**src/rtl/rg_mon_pkg.sv**
```systemverilog
package rg_mon_pkg;
  typedef enum logic [1:0] {
    ST_IDLE   = 2'd0,
    ST_WAIT_G = 2'd1,
    ST_MEAS   = 2'd2,
    ST_WAIT_R = 2'd3
  } mon_st_t;
endpackage

```
**src/rtl/rg_edge_det.sv**
```systemverilog
module rg_edge_det (
  input  logic clk,
  input  logic rst,
  input  logic sig_i,
  output logic rise_o,
  output logic fall_o
);
  logic sig_q;

  always_ff @(posedge clk) begin
    if (rst) sig_q <= 1'b0;
    else     sig_q <= sig_i;
  end

  assign rise_o = sig_i & ~sig_q;
  assign fall_o = ~sig_i & sig_q;
endmodule

```
**src/rtl/rg_pulse_cnt.sv**
```systemverilog
module rg_pulse_cnt #(
  parameter int CNT_W = 8
) (
  input  logic             clk,
  input  logic             rst,
  input  logic             sig_i,
  input  logic             rise_i,
  output logic [CNT_W-1:0] cnt_o
);
  localparam logic [CNT_W-1:0] CNT_MAX = '1;

  // Holds the number of high samples seen since the last rising edge.
  always_ff @(posedge clk) begin
    if (rst)                          cnt_o <= '0;
    else if (rise_i)                  cnt_o <= CNT_W'(1);
    else if (sig_i && cnt_o != CNT_MAX) cnt_o <= cnt_o + CNT_W'(1);
  end
endmodule

```
**src/rtl/rg_handshake_mon.sv**
```systemverilog
module rg_handshake_mon
  import rg_mon_pkg::*;
#(
  parameter int DELAY = 3,
  parameter int CNT_W = 8
) (
  input  logic clk,
  input  logic rst,
  input  logic req_i,
  input  logic gnt_i,
  output logic pass_o,
  output logic width_err_o,
  output logic delay_err_o,
  output logic overlap_seen_o
);
  localparam int NSIG = 2;
  localparam int DW   = $clog2(DELAY + 1);
  localparam logic [DW-1:0] DLY_LAST = DW'(DELAY);

  logic [NSIG-1:0] sig_v, rise_v, fall_v;
  logic [CNT_W-1:0] cnt_v [NSIG];

  assign sig_v = {gnt_i, req_i};

  for (genvar i = 0; i < NSIG; i++) begin : g_line
    rg_edge_det u_edge (
      .clk(clk), .rst(rst), .sig_i(sig_v[i]),
      .rise_o(rise_v[i]), .fall_o(fall_v[i])
    );
    rg_pulse_cnt #(.CNT_W(CNT_W)) u_cnt (
      .clk(clk), .rst(rst), .sig_i(sig_v[i]),
      .rise_i(rise_v[i]), .cnt_o(cnt_v[i])
    );
  end

  logic req_rise, req_fall, gnt_rise, gnt_fall;
  assign req_rise = rise_v[0];
  assign req_fall = fall_v[0];
  assign gnt_rise = rise_v[1];
  assign gnt_fall = fall_v[1];

  mon_st_t          st;
  logic [DW-1:0]    dly;
  logic             req_trk;
  logic [CNT_W-1:0] req_len, gnt_len;

  // Request width as known at this sample, and whether it has ended.
  logic [CNT_W-1:0] req_len_now;
  logic             req_ended;
  assign req_len_now = (req_fall && req_trk) ? cnt_v[0] : req_len;
  assign req_ended   = !req_trk || req_fall;

  always_ff @(posedge clk) begin
    if (rst) begin
      st             <= ST_IDLE;
      dly            <= '0;
      req_trk        <= 1'b0;
      req_len        <= '0;
      gnt_len        <= '0;
      pass_o         <= 1'b0;
      width_err_o    <= 1'b0;
      delay_err_o    <= 1'b0;
      overlap_seen_o <= 1'b0;
    end else begin
      pass_o      <= 1'b0;
      width_err_o <= 1'b0;
      delay_err_o <= 1'b0;

      if (req_fall && req_trk) begin
        req_len <= cnt_v[0];
        req_trk <= 1'b0;
      end
      if (req_rise && st != ST_IDLE) overlap_seen_o <= 1'b1;
      if (gnt_rise && st != ST_WAIT_G) delay_err_o <= 1'b1;

      case (st)
        ST_IDLE: begin
          if (req_rise) begin
            st      <= ST_WAIT_G;
            dly     <= DW'(1);
            req_trk <= 1'b1;
          end
        end
        ST_WAIT_G: begin
          if (gnt_rise) begin
            if (dly == DLY_LAST) begin
              st <= ST_MEAS;
            end else begin
              delay_err_o <= 1'b1;
              st          <= ST_IDLE;
              req_trk     <= 1'b0;
            end
          end else if (dly == DLY_LAST) begin
            delay_err_o <= 1'b1;
            st          <= ST_IDLE;
            req_trk     <= 1'b0;
          end else begin
            dly <= dly + DW'(1);
          end
        end
        ST_MEAS: begin
          if (gnt_fall) begin
            if (req_ended) begin
              pass_o      <= (req_len_now == cnt_v[1]);
              width_err_o <= (req_len_now != cnt_v[1]);
              st          <= ST_IDLE;
            end else begin
              gnt_len <= cnt_v[1];
              st      <= ST_WAIT_R;
            end
          end
        end
        ST_WAIT_R: begin
          if (req_fall) begin
            pass_o      <= (cnt_v[0] == gnt_len);
            width_err_o <= (cnt_v[0] != gnt_len);
            st          <= ST_IDLE;
          end
        end
        default: st <= ST_IDLE;
      endcase
    end
  end
endmodule

```
**config.mk**
```make
export PLATFORM = sky130hd
export DESIGN_NAME = rg_handshake_mon
export DESIGN_NICKNAME = d
export VERILOG_FILES = /design/src/rtl/rg_mon_pkg.sv /design/src/rtl/rg_edge_det.sv /design/src/rtl/rg_pulse_cnt.sv /design/src/rtl/rg_handshake_mon.sv
export SDC_FILE = /design/constraint.sdc
export NUM_CORES = 1
export LEC_CHECK = 0
export CELL_PAD_IN_SITES_DETAIL_PLACEMENT = 0
export CELL_PAD_IN_SITES_GLOBAL_PLACEMENT = 1
export CORE_UTILIZATION = 47
export CTS_BUF_LIST = sky130_fd_sc_hd__clkbuf_16
export DETAILED_ROUTE_END_ITERATION = 6
export DONT_BUFFER_PORTS = 1
export PLACE_DENSITY = 0.74
export REMOVE_ABC_BUFFERS = 1
export SLEW_MARGIN = 40
export SYNTH_ARGS = -nofsm -noshare
export SYNTH_HDL_FRONTEND = slang
export SYNTH_SLANG_ARGS = --single-unit
```
**constraint.sdc**
```tcl
create_clock -name clk -period 2.2 [get_ports clk]
set_clock_uncertainty 0.15 [all_clocks]
set_input_delay 0.22 -clock clk [delete_from_list [all_inputs] [get_ports clk]]
set_output_delay 0.22 -clock clk [all_outputs]
set_load 0.01 [all_outputs]
```
* Word level (Yosys, flattened, before mapping) *
Cells that the tools add are included.

storage, ports and cells
  bits of input ports = 4
  bits in read-only memories = 0
  logic and storage cells = 96
  bits in registers = 43
  latch bits = 0
  memory bits (writable) = 0
  memories = 0
  output and inout port bits = 4

operators by class
  shift operators = 0
  bitwise gates (word level) = 9
  divide/modulo/power cells = 0
  add/subtract/negate cells = 3
  multiply operators = 0
  $lt $le $gt $ge = 0
  muxes and demuxes = 35
  equality and inequality tests = 17
  reductions and logical operators = 17

operator list
  cell                   number
  $mux W1                20
  $mux W2                9
  $add A8 B1 Y8 const B  2
  $eq A8 B8 Y1           2
  $ne A8 B8 Y1           2
  $ne A8 B8 Y1 const B   2
  $mux W8                1
  $ne A2 B2 Y1 const B   4
  $pmux W2 S4            1
  $reduce_and A4 Y1      2
  $reduce_bool A2 Y1     4
  $eq A2 B2 Y1 const B   3
  $pmux W1 S2            3
  $logic_and A1 B1 Y1    5
  $not A1 Y1             5
  $and A1 B1 Y1          4
  $ne A2 B1 Y1 const B   2
  $pmux W2 S2            1
  $reduce_or A2 Y1       2
  $ne A3 B3 Y1 const B   1
  $reduce_and A3 Y1      1
  $add A2 B1 Y2 const B  1
  $eq A2 B1 Y1 const B   1
  $logic_not A2 Y1       1
  2 further kinds        2

* Logic depth before layout (Yosys ltp) *
Gate-level depths: netlist (run 1).

  word-level depth = 8
  depth in mapped cells = 7
  gate-level depth less buffers = 6

* Modules after synthesis *
Synthesis (run 1) repeated with hierarchy kept, for this count alone.

unflattened totals
  cells, all modules = 265
  area, all modules = 2,255.9 um^2

by module, submodules not included
  module            instances  sequential area each (um^2)  area each (um^2)  cells an instance
  rg_handshake_mon  1          500.5                        1,325.0           161
  rg_pulse_cnt      2          160.2                        426.7             48
  rg_edge_det       2          20.0                         38.8              4

* Worst setup path after synthesis (run 1) *
OpenSTA, ideal clock, no wires.

  kind = register -> register
  start point = reg req_trk
  end point = reg width_err_o
  library setup time = 0.116 ns
  path buffers = 1
  period minus slack after synthesis = 1.808 ns
  stages on the path, launching flop included = 8
  path slack = 0.392 ns
  data arrival time = 1.542 ns
  required time = 1.934 ns
  cell sequence = dfxtp_1 > nand3b_1 > buf_6 > mux2i_1 > o22ai_1 > nor4_2 > o2111ai_1 > a31o_1

on the way
  word-level cells in the longest chain between the ends = 6
  elaborated cells on any way between the ends = 8
  classes of those cells = eq/ne: 1; mux: 4; reduce/logical: 3

RTL lines
  what                    RTL line                 text
  start, declared         rg_handshake_mon.sv:44   logic req_trk;
  start signal, assigned  rg_handshake_mon.sv:57   req_trk <= 1'b0;
  start signal, assigned  rg_handshake_mon.sv:71   req_trk <= 1'b0;
  start signal, assigned  rg_handshake_mon.sv:81   req_trk <= 1'b1;
  $logic_and A1 B1 Y1     rg_handshake_mon.sv:50   assign req_len_now = (req_fall && req_trk) ? cnt_v[0] : req_len;
  $mux W8                 -
  $ne A8 B8 Y1            rg_handshake_mon.sv:105  width_err_o <= (req_len_now != cnt_v[1]);
  $mux W1 *               rg_handshake_mon.sv:103  if (req_ended) begin
  $mux W1 *               rg_handshake_mon.sv:102  if (gnt_fall) begin
  $pmux W1 S2 *           rg_handshake_mon.sv:76   case (st)
  end signal, assigned    rg_handshake_mon.sv:105
  end signal, assigned    rg_handshake_mon.sv:116  width_err_o <= (cnt_v[0] != gnt_len);
  end, declared           rg_handshake_mon.sv:12   output logic width_err_o,

Every way passes the cells marked *; elsewhere a longest branch is shown, timed or not.
A chain may end at the register's enable or synchronous reset.

* Worst setup path after layout (run 1) *
  start point = reg g_line[0].u_edge.sig_q
  end point = reg width_err_o

on the way
  word-level cells in the longest chain between the ends = 7
  elaborated cells on any way between the ends = 9
  classes of those cells = eq/ne: 1; mux: 5; bitwise: 1; reduce/logical: 2

RTL lines
  what                    RTL line                 text
  start, declared         rg_edge_det.sv:8         logic sig_q;
  start signal, assigned  rg_edge_det.sv:12        else sig_q <= sig_i;
  $and A1 B1 Y1 *         rg_edge_det.sv:16        assign fall_o = ~sig_i & sig_q;
  $logic_and A1 B1 Y1     rg_handshake_mon.sv:50
  $mux W8                 -
  $ne A8 B8 Y1            rg_handshake_mon.sv:105
  $mux W1                 rg_handshake_mon.sv:103
  $mux W1                 rg_handshake_mon.sv:102
  $pmux W1 S2 *           rg_handshake_mon.sv:76

Marks and branches as above.

==> flow_summary.toml, run 1 <==
[status]
status = "finished, violations left"
failed_checks = "negative hold slack"

[floorplan]
rows = 23
ioPinCount = 8
dieArea_um2 = 4590
die_w_um = 67.7
start_util_pct = 49.7
die_h_um = 67.7
fp.coreArea_um2 = 4090

[cells_and_area]
multi_input_area_um2 = 1080
final_common_cell = "nor2_1"
design_area_um2 = 2240
area_growth_pct = 10.5
antenna_cells = 0
finalNetCount = 249
fin_util_pct = 54.9
regArea_um2 = 861
mostFrequentLayoutCells = "44 x nor2_1, 43 x dfxtp_1, 17 x a21oi_1, 17 x xor2_1, 13 x nand2_1"
layout-drive-gt1-share_pct = 8.30
fill_cells = 386

[routing]
vias_per_cell = 5.57
postRouteAntennaNets = 0
drc = 0
wirelength_mm = 4.54
drtIter0Drc = 116
vias = 1620
routedWlPerCell_um = 15.6
drtPass1Iterations = 4

[critical_path]
arrival_ps = 1970
cp_max_fo = 9
path_class = "reg -> reg"
max_stage_delay_ps = 310
cp_num_buf_inv = 1
crit_chain = "nand3b_1, buf_4, mux2i_1, o22ai_1, nor4_2, o2111ai_1, a31o_1"
crit_required_ps = 2230
cp_top_family = "compound AO/OA/AOI/OAI gates"
startpoint_type = "flop"
cp_slowest_cell = "dfxtp_1"
cp-end-kind = "flop"

[pwr]
pwr-share-clk_pct = 42.1
intPower_mw = 1.25
ir_drop_mv = 0.429
switching_share_pct = 21.9
power_leakage_nw = 0.967
p_seq_share_pct = 51.0
power_density_nw_per_um2 = 710
power_mw = 1.59
comb_power_share_pct = 6.9
switching_power_mw = 0.348

[synthesis]
syn_inst = 236
synth_area_leaders = "dfxtp_1 42%, nor2_1 8.1%, xor2_1 7.3%"
synth_cell_types = 40
netlist_area_um2 = 2030
synthFlopType = "dfxtp_1"
ys_async_sr_fraction_pct = 0
syn_avg_cell_area_um2 = 8.60
synth_edf_count = 0
yosys_warnings = 0
seq_area_frac_synth_pct = 42.4
synth_top_area_share_pct = 42.4
synth.largest_area_cell = "dfxtp_1"
ys_ff_latch = 43

[timing]
drv_slew = 0
rsz0062_at_grt = "false"
tns_ps = 0
worst_pin_slew_ps = 534
fmax_ghz = 0.514
timing.hold.ws_ps = -7.11
period_share_pct = 88.4
period_minus_slack_ps = 1940
slew_headroom_pct = 64.3
setup_viol = 0
hold_viol = 1

[place]
place_congestion = 0.858
place_area_um2 = 2080
placement.io_buffers = 0
hpwl_mm = 3.09

[clock_network]
cts_resized = 0
cts_tree = "built"
clockBufferDepth = 2
root_buffer = "clkbuf_16"
cts_inserted_buffers = 5
cts.clk_slew.worst_paths_ps = 60
clock_latency_ps = 280
cts_max_level = 2
cts_sinks = 43

[grt]
grt_max_degree = 28
grt_pass1_wl_mm = 7.27
antenna_found_initial = 0
grt-ovfl-total = 0
grt_use_total_pct = 21.9
grt_pass1_vias = 1485

[hold_path]
hp-class = "in -> reg"

[job]
drv_cap = 0
[cells by family after synthesis]
logic type	count (synthesis)	synth area share, %
AOI/OAI and AO/OA	41	12.4
xor gates and xnor gates	24	10.4
adders and majority gates	3	1.85
buffers and inverters	18	4.19
DFF	43	42.4
muxes	14	7.15
and+or+nand+nor	93	21.6
[power by group through the flow]
stage	Clock [mW]	Combinational (mW)	Sequential [mW]
finish	0.671	0.110	0.812
global route	0.722	0.123	0.814
CTS	0.682	0.110	0.812
detailed placement	0	0.0956	0.829
global placement	0	0.0916	0.828
floorplan	0	0.0677	0.828
[stage by stage]
step	instances	setup WS, ps
finish	291	256
global route	291	103
CTS	289	24.3
detailed placement	280	80.7
global placement	280	145
floorplan	224	161
[final timing paths]
| kind | from | endpoint | slack, ps | cells past startpoint |
|---|---|---|---|---|
| worst max-delay path | g_line[0].u_edge.sig_q | width_err_o | 260 | 7 |
| worst min-delay path | req_i | req_trk | -7 | 2 |
| worst max register to register | g_line[0].u_edge.sig_q | width_err_o | 260 | 7 |
| worst min register to register | overlap_seen_o | overlap_seen_o | 350 | 2 |
[synthesized netlist by cell type (all sizes together) (3+ instances only)]
library cell	count
nand4	3
buf	3
xnor2	7
o22ai	7
clkbuf	9
nor2	44
dfxtp	43
nor4	3
xor2	17
nor3	3
nand2b	3
nor2b	3
or3	3
ha	3
nand2	13
a21oi	17
nand3	9
mux2i	13
o21ai	7
inv	6
[final cells by class]
class                           count  area share [%]
Clock inverter                      1           0.167
Multi-Input combinational cell    175            48.3
Inverter                            6            1.00
Sequential cell                    43            38.4
Clock buffer                        5            5.57
Timing Repair Buffer               11            3.79
Tap cell                           50            2.79
[per-layer routing]
| layer | vias up | share of wire, % | GRT usage, % |
|---|---|---|---|
| met5 | - | 0 | 0 |
| met4 | 0 | 2.8 | 10.9 |
| met3 | 13 | 3.9 | 4.39 |
| met2 | 37 | 46 | 33.8 |
| met1 | 748 | 47 | 28.7 |
| li1 | 822 | - | - |
[sequential cells by signal, indices dropped and copies added (netlist names)]
| register | flops |
|---|---|
| delay_err_o | 1 |
| dly | 2 |
| g_line.u_cnt.cnt_o | 16 |
| g_line.u_edge.sig_q | 2 |
| gnt_len | 8 |
| overlap_seen_o | 1 |
| pass_o | 1 |
| req_len | 8 |
| req_trk | 1 |
| st | 2 |
| width_err_o | 1 |
[repair_timing]
| action | 4_1_cts | 5_1_grt |
|---|---|---|
| buffers inserted | 0 | 2 |
| endpoints found under the hold margin | 29 | 0 |
| hold buffers | 3 | 0 |
| endpoints found under the setup margin | 0 | 2 |
No activity file was read; power rests on OpenSTA's default activity.
==> inputs of run 2 (changes only) <==
--- a/config.mk
+++ b/config.mk
@@ -5,9 +5,10 @@
 export SDC_FILE = /design/constraint.sdc
 export NUM_CORES = 1
 export LEC_CHECK = 0
+export ABC_AREA = 1
 export CELL_PAD_IN_SITES_DETAIL_PLACEMENT = 0
 export CELL_PAD_IN_SITES_GLOBAL_PLACEMENT = 1
-export CORE_UTILIZATION = 47
+export CORE_UTILIZATION = 45
 export CTS_BUF_LIST = sky130_fd_sc_hd__clkbuf_16
 export DETAILED_ROUTE_END_ITERATION = 6
 export DONT_BUFFER_PORTS = 1
==> flow_summary.toml, run 2 <==
[floorplan]
die_w_um = 72.5
ioPinCount = 8
fp.coreArea_um2 = 4750
start_util_pct = 47.1
die_h_um = 72.5
dieArea_um2 = 5260
rows = 25

[critical_path]
crit_required_ps = 2210
cp-end-kind = "flop"
worstReg2RegEnd = "gnt_len[2]"
worstRegToRegCells = 6
startpoint_type = "primary input"
r2r-start = "req_trk"
rrSetupSlack_ps = 330
path_class = "in -> reg"
arrival_ps = 1920
cp_max_fo = 13

[pwr]
power_mw = 1.92
ir_drop_mv = 0.441
power_leakage_nw = 1.09
power_density_nw_per_um2 = 758

[routing]
wirelength_mm = 5.69
drtPass1Iterations = 4
drtIter0Drc = 104
postRouteAntennaNets = 0
routedWlPerCell_um = 14.3
drc = 0
vias = 2008
vias_per_cell = 5.03

[timing]
worst_pin_slew_ps = 644
slew_headroom_pct = 56.6
hold_viol = 0
setup_viol = 0
tns_ps = 0
fmax_ghz = 0.523
drv_slew = 0
period_minus_slack_ps = 1910
fin_ws_ps = 289
rsz0062_at_grt = "false"
period_share_pct = 86.8

[synthesis]
ys_ff_latch = 43
synthFlopType = "dfxtp_1"
synth.most_common_cell = "nand2_1"
ys_async_sr_fraction_pct = 0
netlist_area_um2 = 2240
yosys_warnings = 0
synth.largest_area_cell = "dfxtp_1"
syn_avg_cell_area_um2 = 6.93
synth_cell_types = 31
syn_inst = 323
seq_area_frac_synth_pct = 38.4
synth_area_leaders = "dfxtp_1 38%, nand2_1 13%, a21oi_1 7.4%"
synth_edf_count = 0
synth_top_area_share_pct = 38.4
synth_top_cells_by_count = "80 x nand2_1, 43 x dfxtp_1, 37 x inv_1"

[cells_and_area]
largest_reg_flops = 16
design_area_um2 = 2540
instances_no_fill = 399
fill_cells = 502
mostFrequentLayoutCells = "80 x nand2_1, 43 x dfxtp_1, 37 x inv_1"
finalNetCount = 338
layout-drive-gt1-share_pct = 9.04
area_growth_pct = 13.4
reg.largest.list = "g_line.u_cnt.cnt_o x16, gnt_len x8, req_len x8"
largest-register = "g_line.u_cnt.cnt_o"
antenna_cells = 0
final_common_cell = "nand2_1"

[hold_path]
hp-class = "in -> reg"
holdPathStages = 3
holdPathEnd = "g_line[1].u_cnt.cnt_o[6]"
min-delay-start = "gnt_i"

[clock_network]
clockBufferDepth = 2
hold_buffers = 4
cts_resized = 0
cts_max_level = 2
cts_setup_buffers = 0
cts_sinks = 43
cts_tree = "built"
cts_inserted_buffers = 5
cts.clk_slew.worst_paths_ps = 60
root_buffer = "clkbuf_16"
clock_latency_ps = 280

[grt]
grt_pass1_wl_mm = 9.32
grt_pass1_vias = 1888
antenna_found_initial = 0
grt_use_total_pct = 23.7
grt_max_degree = 20
grt-ovfl-total = 0

[place]
place_congestion = 0.827
place_area_um2 = 2310
dp.cells = 387
placement.io_buffers = 0
hpwl_mm = 4.15
pre_cts_ws_ps = 387

[status]
status = "completed"

[job]
drv_cap = 0
## run 2: changes by cell type in the layout (fill, tap and decap cells not counted), moves of 5 or more
cell     previous run  this run
xor2_1             17        11
o22ai_1             7         0
nor2_1             44        29
nand2_1            13        80
inv_2               0         5
nand4_1             3        10
o21ai_0             7        17
a21oi_1            17        33
nand3_1             9        17
mux2i_1            12         0
inv_1               7        37
## run 2: stage by stage
stage	hold slack, ps	util, %
after floorplan	139	-
after global placement	143	48.6
after detailed placement	144	48.6
after CTS	1.04	53.5
after global routing	22.4	53.4
final	1.53	53.4
## run 2: final cells by class
| type | instances | area, um2 | share of cell area (%) |
|---|---|---|---|
| multi-input cells | 231 | 1180 | 46.4 |
| clock buffers | 5 | 125 | 4.93 |
| well taps | 67 | 83.8 | 3.30 |
| inverters | 42 | 158 | 6.21 |
| clock inverters | 3 | 67.6 | 2.66 |
| repair buffers | 8 | 65.1 | 2.56 |
| flip-flops and latches | 43 | 861 | 33.9 |
## run 2: layer usage
| metal | vias up | track usage [%] | share of wire, % |
|---|---|---|---|
| met5 | - | 0 | 0 |
| met4 | 0 | 6.97 | 1.8 |
| met3 | 10 | 4.17 | 3.2 |
| met2 | 45 | 37.3 | 45 |
| met1 | 893 | 33.1 | 50 |
| li1 | 1060 | - | - |
## run 2: worst max path at each step
stage,slack [ps],endpoint,start
floorplan,650,g_line[1].u_cnt.cnt_o[2],g_line[1].u_cnt.cnt_o[0]
global placement,380,width_err_o,req_trk
detailed placement,390,pass_o,req_trk
CTS,220,g_line[1].u_edge.sig_q,rst
global route,80,pass_o,req_i
finish,290,width_err_o,req_i
## run 2: power breakdown
part           switching [mW]  internal [mW]  total (mW)  leakage (nW)
sequential             0.0208          0.797       0.818         0.349
combinational          0.0900         0.0460       0.136         0.654
clock                   0.320          0.651       0.970        0.0900
total                   0.431           1.49        1.92          1.09
## run 2: logic make-up after synthesis
group | after synthesis | share of synthesized area (%)
compound gates | 55 | 12.7
buf+inv | 49 | 8.94
xor+xnor | 16 | 6.26
flops | 43 | 38.4
simple gates | 157 | 32.0
fa+ha+maj | 3 | 1.68
## run 2: critical path: stages
cell	delay, ps
dlygate4sd3_1	560
inv_2	120
nand3_2	260
nand2_1	210
nand3_1	90
nand2_1	70
nand2_1	50
nor2_1	160
nand2_1	70
nand2_1	60
a21oi_1	60
